**src/rtl/dbg_gate_pkg.sv**
```systemverilog
package dbg_gate_pkg;
    localparam int REG_W       = 32;
    localparam int CTRL_INT    = 0;
    localparam int CTRL_EXT    = 1;
    localparam int CTRL_EN_LSB = 8;

    typedef enum logic [1:0] {
        RA_CTRL = 2'd0,
        RA_OWN  = 2'd1,
        RA_STAT = 2'd2,
        RA_NONE = 2'd3
    } reg_addr_e;
endpackage

```
**src/rtl/dbg_gate_regs.sv**
```systemverilog
module dbg_gate_regs
    import dbg_gate_pkg::*;
#(
    parameter int NSRC = 8
) (
    input  logic             clk,
    input  logic             rst_n,
    input  logic             we_i,
    input  logic             host_i,
    input  logic [1:0]       addr_i,
    input  logic [REG_W-1:0] wdata_i,
    output logic             int_en_o,
    output logic             ext_en_o,
    output logic [NSRC-1:0]  res_en_o,
    output logic [NSRC-1:0]  own_o,
    output logic [NSRC-1:0]  clr_mask_o
);
    typedef struct packed {
        logic            int_en;
        logic            ext_en;
        logic [NSRC-1:0] res_en;
        logic [NSRC-1:0] own;
    } cfg_t;

    cfg_t cfg_d, cfg_q;
    logic accept;

    always_comb begin
        cfg_d      = cfg_q;
        clr_mask_o = '0;
        accept     = we_i && (host_i || !cfg_q.ext_en);
        if (accept) begin
            case (reg_addr_e'(addr_i))
                RA_CTRL: begin
                    cfg_d.int_en = wdata_i[CTRL_INT];
                    cfg_d.ext_en = wdata_i[CTRL_EXT];
                    cfg_d.res_en = wdata_i[CTRL_EN_LSB +: NSRC];
                end
                RA_OWN:  cfg_d.own = wdata_i[NSRC-1:0];
                RA_STAT: clr_mask_o = wdata_i[NSRC-1:0];
                default: ;
            endcase
        end
    end

    always_ff @(posedge clk or negedge rst_n) begin
        if (!rst_n) cfg_q <= '0;
        else        cfg_q <= cfg_d;
    end

    assign int_en_o = cfg_q.int_en;
    assign ext_en_o = cfg_q.ext_en;
    assign res_en_o = cfg_q.res_en;
    assign own_o    = cfg_q.own;

    // Software writes are dropped while external debug holds the block
    assert_lock_R6: assert property (@(posedge clk) disable iff (!rst_n)
        (we_i && !host_i && ext_en_o) |=> $stable(cfg_q));
endmodule

```
**src/rtl/dbg_gate_events.sv**
```systemverilog
module dbg_gate_events #(
    parameter int NSRC = 8
) (
    input  logic            clk,
    input  logic            rst_n,
    input  logic [NSRC-1:0] hit_i,
    input  logic            int_en_i,
    input  logic            ext_en_i,
    input  logic [NSRC-1:0] res_en_i,
    input  logic [NSRC-1:0] own_i,
    input  logic [NSRC-1:0] clr_mask_i,
    input  logic            irq_en_i,
    output logic [NSRC-1:0] status_o,
    output logic            irq_o,
    output logic            halt_o
);
    typedef struct packed {
        logic [NSRC-1:0] status;
        logic            irq;
        logic            halt;
    } ev_t;

    ev_t ev_d, ev_q;
    logic [NSRC-1:0] sw_own, live, rec, hw_hit;
    logic            gate;

    always_comb begin
        sw_own = ext_en_i ? own_i : {NSRC{1'b1}};
        live   = hit_i & res_en_i;
        rec    = live & sw_own & {NSRC{int_en_i}};
        hw_hit = live & ~sw_own;
        gate   = irq_en_i && int_en_i && (!ext_en_i || (|own_i));

        ev_d.status = (ev_q.status & ~clr_mask_i) | rec;
        ev_d.irq    = gate && (|(ev_q.status & sw_own));
        ev_d.halt   = |hw_hit;
    end

    always_ff @(posedge clk or negedge rst_n) begin
        if (!rst_n) ev_q <= '0;
        else        ev_q <= ev_d;
    end

    assign status_o = ev_q.status;
    assign irq_o    = ev_q.irq;
    assign halt_o   = ev_q.halt;

    assert_no_new_flag_R2: assert property (@(posedge clk) disable iff (!rst_n)
        !int_en_i |=> ((ev_q.status & ~$past(ev_q.status)) == '0));

    assert_sticky_R8: assert property (@(posedge clk) disable iff (!rst_n)
        1'b1 |=> (($past(ev_q.status & ~clr_mask_i) & ~ev_q.status) == '0));

    assert_irq_gate_R5: assert property (@(posedge clk) disable iff (!rst_n)
        (!int_en_i || (ext_en_i && own_i == '0)) |=> !ev_q.irq);

    assert_halt_ext_R7: assert property (@(posedge clk) disable iff (!rst_n)
        !ext_en_i |=> !ev_q.halt);
endmodule

```
**src/rtl/dbg_event_gate.sv**
```systemverilog
module dbg_event_gate
    import dbg_gate_pkg::*;
#(
    parameter int NUM_IAC = 4,
    parameter int NUM_DAC = 2,
    parameter int NUM_DVC = 2
) (
    input  logic               clk,
    input  logic               rst_n,
    input  logic [NUM_IAC-1:0] iac_hit_i,
    input  logic [NUM_DAC-1:0] dac_hit_i,
    input  logic [NUM_DVC-1:0] dvc_hit_i,
    input  logic               msr_de_i,
    input  logic               reg_we_i,
    input  logic               reg_host_i,
    input  logic [1:0]         reg_addr_i,
    input  logic [31:0]        reg_wdata_i,
    output logic [31:0]        reg_rdata_o,
    output logic               dbg_irq_o,
    output logic               halt_req_o
);
    localparam int NSRC = NUM_IAC + NUM_DAC + NUM_DVC;

    logic            int_en, ext_en;
    logic [NSRC-1:0] res_en, own, clr_mask, status, hits;

    assign hits = {dvc_hit_i, dac_hit_i, iac_hit_i};

    dbg_gate_regs #(.NSRC(NSRC)) u_regs (
        .clk        (clk),
        .rst_n      (rst_n),
        .we_i       (reg_we_i),
        .host_i     (reg_host_i),
        .addr_i     (reg_addr_i),
        .wdata_i    (reg_wdata_i),
        .int_en_o   (int_en),
        .ext_en_o   (ext_en),
        .res_en_o   (res_en),
        .own_o      (own),
        .clr_mask_o (clr_mask)
    );

    dbg_gate_events #(.NSRC(NSRC)) u_events (
        .clk        (clk),
        .rst_n      (rst_n),
        .hit_i      (hits),
        .int_en_i   (int_en),
        .ext_en_i   (ext_en),
        .res_en_i   (res_en),
        .own_i      (own),
        .clr_mask_i (clr_mask),
        .irq_en_i   (msr_de_i),
        .status_o   (status),
        .irq_o      (dbg_irq_o),
        .halt_o     (halt_req_o)
    );

    always_comb begin
        reg_rdata_o = '0;
        case (reg_addr_e'(reg_addr_i))
            RA_CTRL: begin
                reg_rdata_o[CTRL_INT]              = int_en;
                reg_rdata_o[CTRL_EXT]              = ext_en;
                reg_rdata_o[CTRL_EN_LSB +: NSRC]   = res_en;
            end
            RA_OWN:  reg_rdata_o[NSRC-1:0] = own;
            RA_STAT: reg_rdata_o[NSRC-1:0] = status;
            default: reg_rdata_o = '0;
        endcase
    end

    // Reset leaves every output quiet
    assert_reset_quiet_R1: assert property (@(posedge clk) disable iff (!rst_n)
        $rose(rst_n) |-> (!dbg_irq_o && !halt_req_o));
endmodule

```
**config.mk**
```make
export PLATFORM = sky130hd
export DESIGN_NAME = dbg_event_gate
export DESIGN_NICKNAME = d
export VERILOG_FILES = /design/src/rtl/dbg_gate_pkg.sv /design/src/rtl/dbg_gate_regs.sv /design/src/rtl/dbg_gate_events.sv /design/src/rtl/dbg_event_gate.sv
export SDC_FILE = /design/constraint.sdc
export NUM_CORES = 1
export LEC_CHECK = 0
export ABC_AREA = 1
export BUFFER_PORTS_ARGS = -buffer_cell sky130_fd_sc_hd__buf_4
export CORE_ASPECT_RATIO = 0.5
export CORE_MARGIN = 2
export CORE_UTILIZATION = 30
export DETAILED_ROUTE_END_ITERATION = 12
export HOLD_SLACK_MARGIN = 0.1
export SLEW_MARGIN = 15
export SYNTH_ARGS = -nofsm -noshare
export SYNTH_HDL_FRONTEND = slang
export SYNTH_SLANG_ARGS = --single-unit
```
**constraint.sdc**
```tcl
create_clock -name clk -period 1.64 [get_ports clk]
set_input_delay 0.164 -clock clk [delete_from_list [all_inputs] [get_ports clk]]
set_output_delay 0.164 -clock clk [all_outputs]
set_load 0.02 [all_outputs]
```
==> reports/metrics.csv <==
metric,value,unit
H-tree depth,1,
pins over their slew limit,0,
clk root buf,clkbuf_16,
placed cell count,368,
# DRC,0,
Setup TNS,0,ns
Design Power,2.59,mW
Clock transition at path regs,0.07,ns
HP Class,primary input to flop,
Final Hold Viols,0,
Final period util,85.1,%
Top-Level Pins,81,
CTS tree,yes,
DP HPWL,3420,um
Starting Density,31.6,%
Antenna Nets Post-Route,0,
Die W,112,um
average wire per cell in the routed design,11.9,um
IO buf count,48,
Hold Path Origin,reg_wdata_i[11],
"Seq/Total Area, Yosys",39.9,%
P_sw,894,uW
fin crit period,1.40,ns
Worst R2R Start,u_regs.ext_en_o,
Seq cells post-synth,28,
GRT Total Usage,14.1,%
largest net degree at the start of global routing,29,
pwr dens,1150,mW/mm^2
fin cells,373,
Total Wirelength,4460,um
# Post-CTS Setup Buffers,0,
Hold Path Depth,3,
Cell variety after synth,22,
routing usage on met1,19.7,%
Reg power frac,41.0,%
main area contributors after synthesis,"dfrtp_1, nand2_1, buf_4, nand3_1, o21ai_0",
gr busiest metal,met2,
R2R Path End,u_regs.own_o[1],
gr ovfl total,0,
ys async rst share,100,%
number of synthesized flops with an enable pin,0,
Worst EP arrival,1.23,ns
initial antenna violation count,0,
max frequency,717,MHz
CP endpoint kind,output pin,
DIE HEIGHT,58.1,um
RD Place Congestion,0.859,
clk_lat worst skew,0.27,ns
status,"finished, final reports clean",
Mapped Cells,252,
Switching Share,34.6,%
Clock Power Share,28.1,%
ANT cells,0,
Lkg Pwr,1.24,nW
Syn Std Cell Area,0.00176,mm^2
CP max FO,9,
Final #Nets,352,
CP Launch Type,flop,
GR Util met2,23.1,%
CTS sink count,28,
path type of the worst setup path,flop to output pin,
fin util,40.3,%
met3 Usage GRT,2.82,%
CTS Buf Count,3,
Synth warnings,0,
final setup vio count,0,
vias per cell,4.46,
area share of the largest cell type after synthesis,39.9,%
drt pass-1 iters,4,
most frequent cell after synthesis,nand2_1,
first-pass GRT wire length,7340,um
vias in the first global route,1537,
Combinational Power Share,30.9,%
"area leader, netlist",dfrtp_1,
setup repair after global routing missed its margin,no,
MaxCap Viol Count,0,
"Avg Cell Area, Syn",6.97,um^2
"Top FF cell, synth",dfrtp_1,
# hold bufs at CTS,1,
CTS max path bufs,2,
core footprint,0.00556,mm^2
Area Overhead vs Synth,27.7,%
Reg2Reg Setup Slack,0.43,ns
Via Count,1663,
Die Area,0.00652,mm^2
Critical Path RT,1.48,ns
Resized cells post-CTS,0,
most frequent cells after synthesis,"nand2_1, dfrtp_1, inv_1, nand3_1, o21ai_0",
initial drt markers,80,
layout cells sized above 1,20.7,%
Worst Skew,0.00572,ns
total internal power,1.69,mW
Rows,19,
worst r2r path cells,6,
maximum VDD drop,0.491,mV
Hold Path End,u_regs.res_en_o[3],
==> area by class of cell <==
class	instances	area [um^2]
tap	73	91.3
multi-input combinational	187	832
sequential	28	701
clock inverter	1	30.0
inverter	27	104
fill	604	3320
clock buffer	3	75.1
timing repair buffer	54	408
==> flip-flops by register name (all words and copies together), names as in the netlist <==
signal and flops:
u_events.irq_o 1, u_regs.ext_en_o 1, u_events.halt_o 1, u_regs.own_o 8, u_events.status_o 8, u_regs.res_en_o 8
u_regs.int_en_o 1
==> layout by cell type, fill, tap and decap left out, drive strengths merged <==
cell         count
nor3             1
conb            16
clkbuf           3
dfrtp           28
nand2          105
nand3           20
nor2             8
bufinv           1
buf             53
o31ai            1
ha               4
dlygate4sd3      1
o22ai            3
inv             27
o21ai           22
a21oi            7
==> power by group through the flow <==
stage / Clock (mW) / Sequential [mW] / Combinational, mW
after CTS: 0.737 / 1.05 / 0.801
final: 0.727 / 1.06 / 0.798
after global placement: 0 / 1.07 / 0.787
after global routing: 0.765 / 1.09 / 0.911
after detailed placement: 0 / 1.07 / 0.796
after floorplan: 0 / 1.03 / 0.561
==> worst max-delay path, stage by stage, from the launching register on <==
cell,delay [ns]
dfrtp_1,0.40
buf_4,0.18
nand2_1,0.07
nand3_1,0.08
nand2_1,0.06
inv_1,0.03
buf_4,0.14
==> logic make-up (layout without fill, tap and decap cells) <==
kind of cell	Yosys count	in the layout	share of synthesized area, %
AO/OA/AOI/OAI	33	33	10.4
adder cells (fa/ha/maj)	4	4	2.85
buffers and inverters	52	85	15.9
flip-flops	28	28	39.9
other	1	16	0.214
AND/OR/NAND/NOR	134	134	30.7
==> worst max-delay path by stage <==
| stage | start | to | slack (ns) | depth (start not counted) |
|---|---|---|---|---|
| 6_report | u_regs.ext_en_o | reg_rdata_o[1] | 0.24 | 6 |
| 5_1_grt | u_regs.ext_en_o | reg_rdata_o[1] | 0.16 | 6 |
| 4_1_cts | u_regs.ext_en_o | reg_rdata_o[1] | 0.24 | 6 |
| 3_5_place_dp | reg_addr_i[1] | reg_rdata_o[2] | 0.36 | 7 |
| 3_3_place_gp | reg_addr_i[0] | reg_rdata_o[11] | 0.37 | 7 |
| 2_1_floorplan | reg_addr_i[1] | reg_rdata_o[3] | 0.29 | 5 |
==> metal layers <==
metal  wire length (um)  share of wire [%]
met1               2220                 50
met2               1980                 44
met3                238                5.3
met4                 14               0.31
met5                  0                  0
==> stage by stage <==
step | hold slack (ns) | cell area (um^2) | setup WS [ns]
4_1_cts | 0.125 | 2240 | 0.242
5_1_grt | 0.134 | 2240 | 0.163
2_1_floorplan | -0.132 | 1810 | 0.285
6_report | 0.125 | 2240 | 0.245
3_5_place_dp | 0.108 | 2130 | 0.359
3_3_place_gp | 0.103 | 2130 | 0.371
No activity file was read; power rests on OpenSTA's default activity.
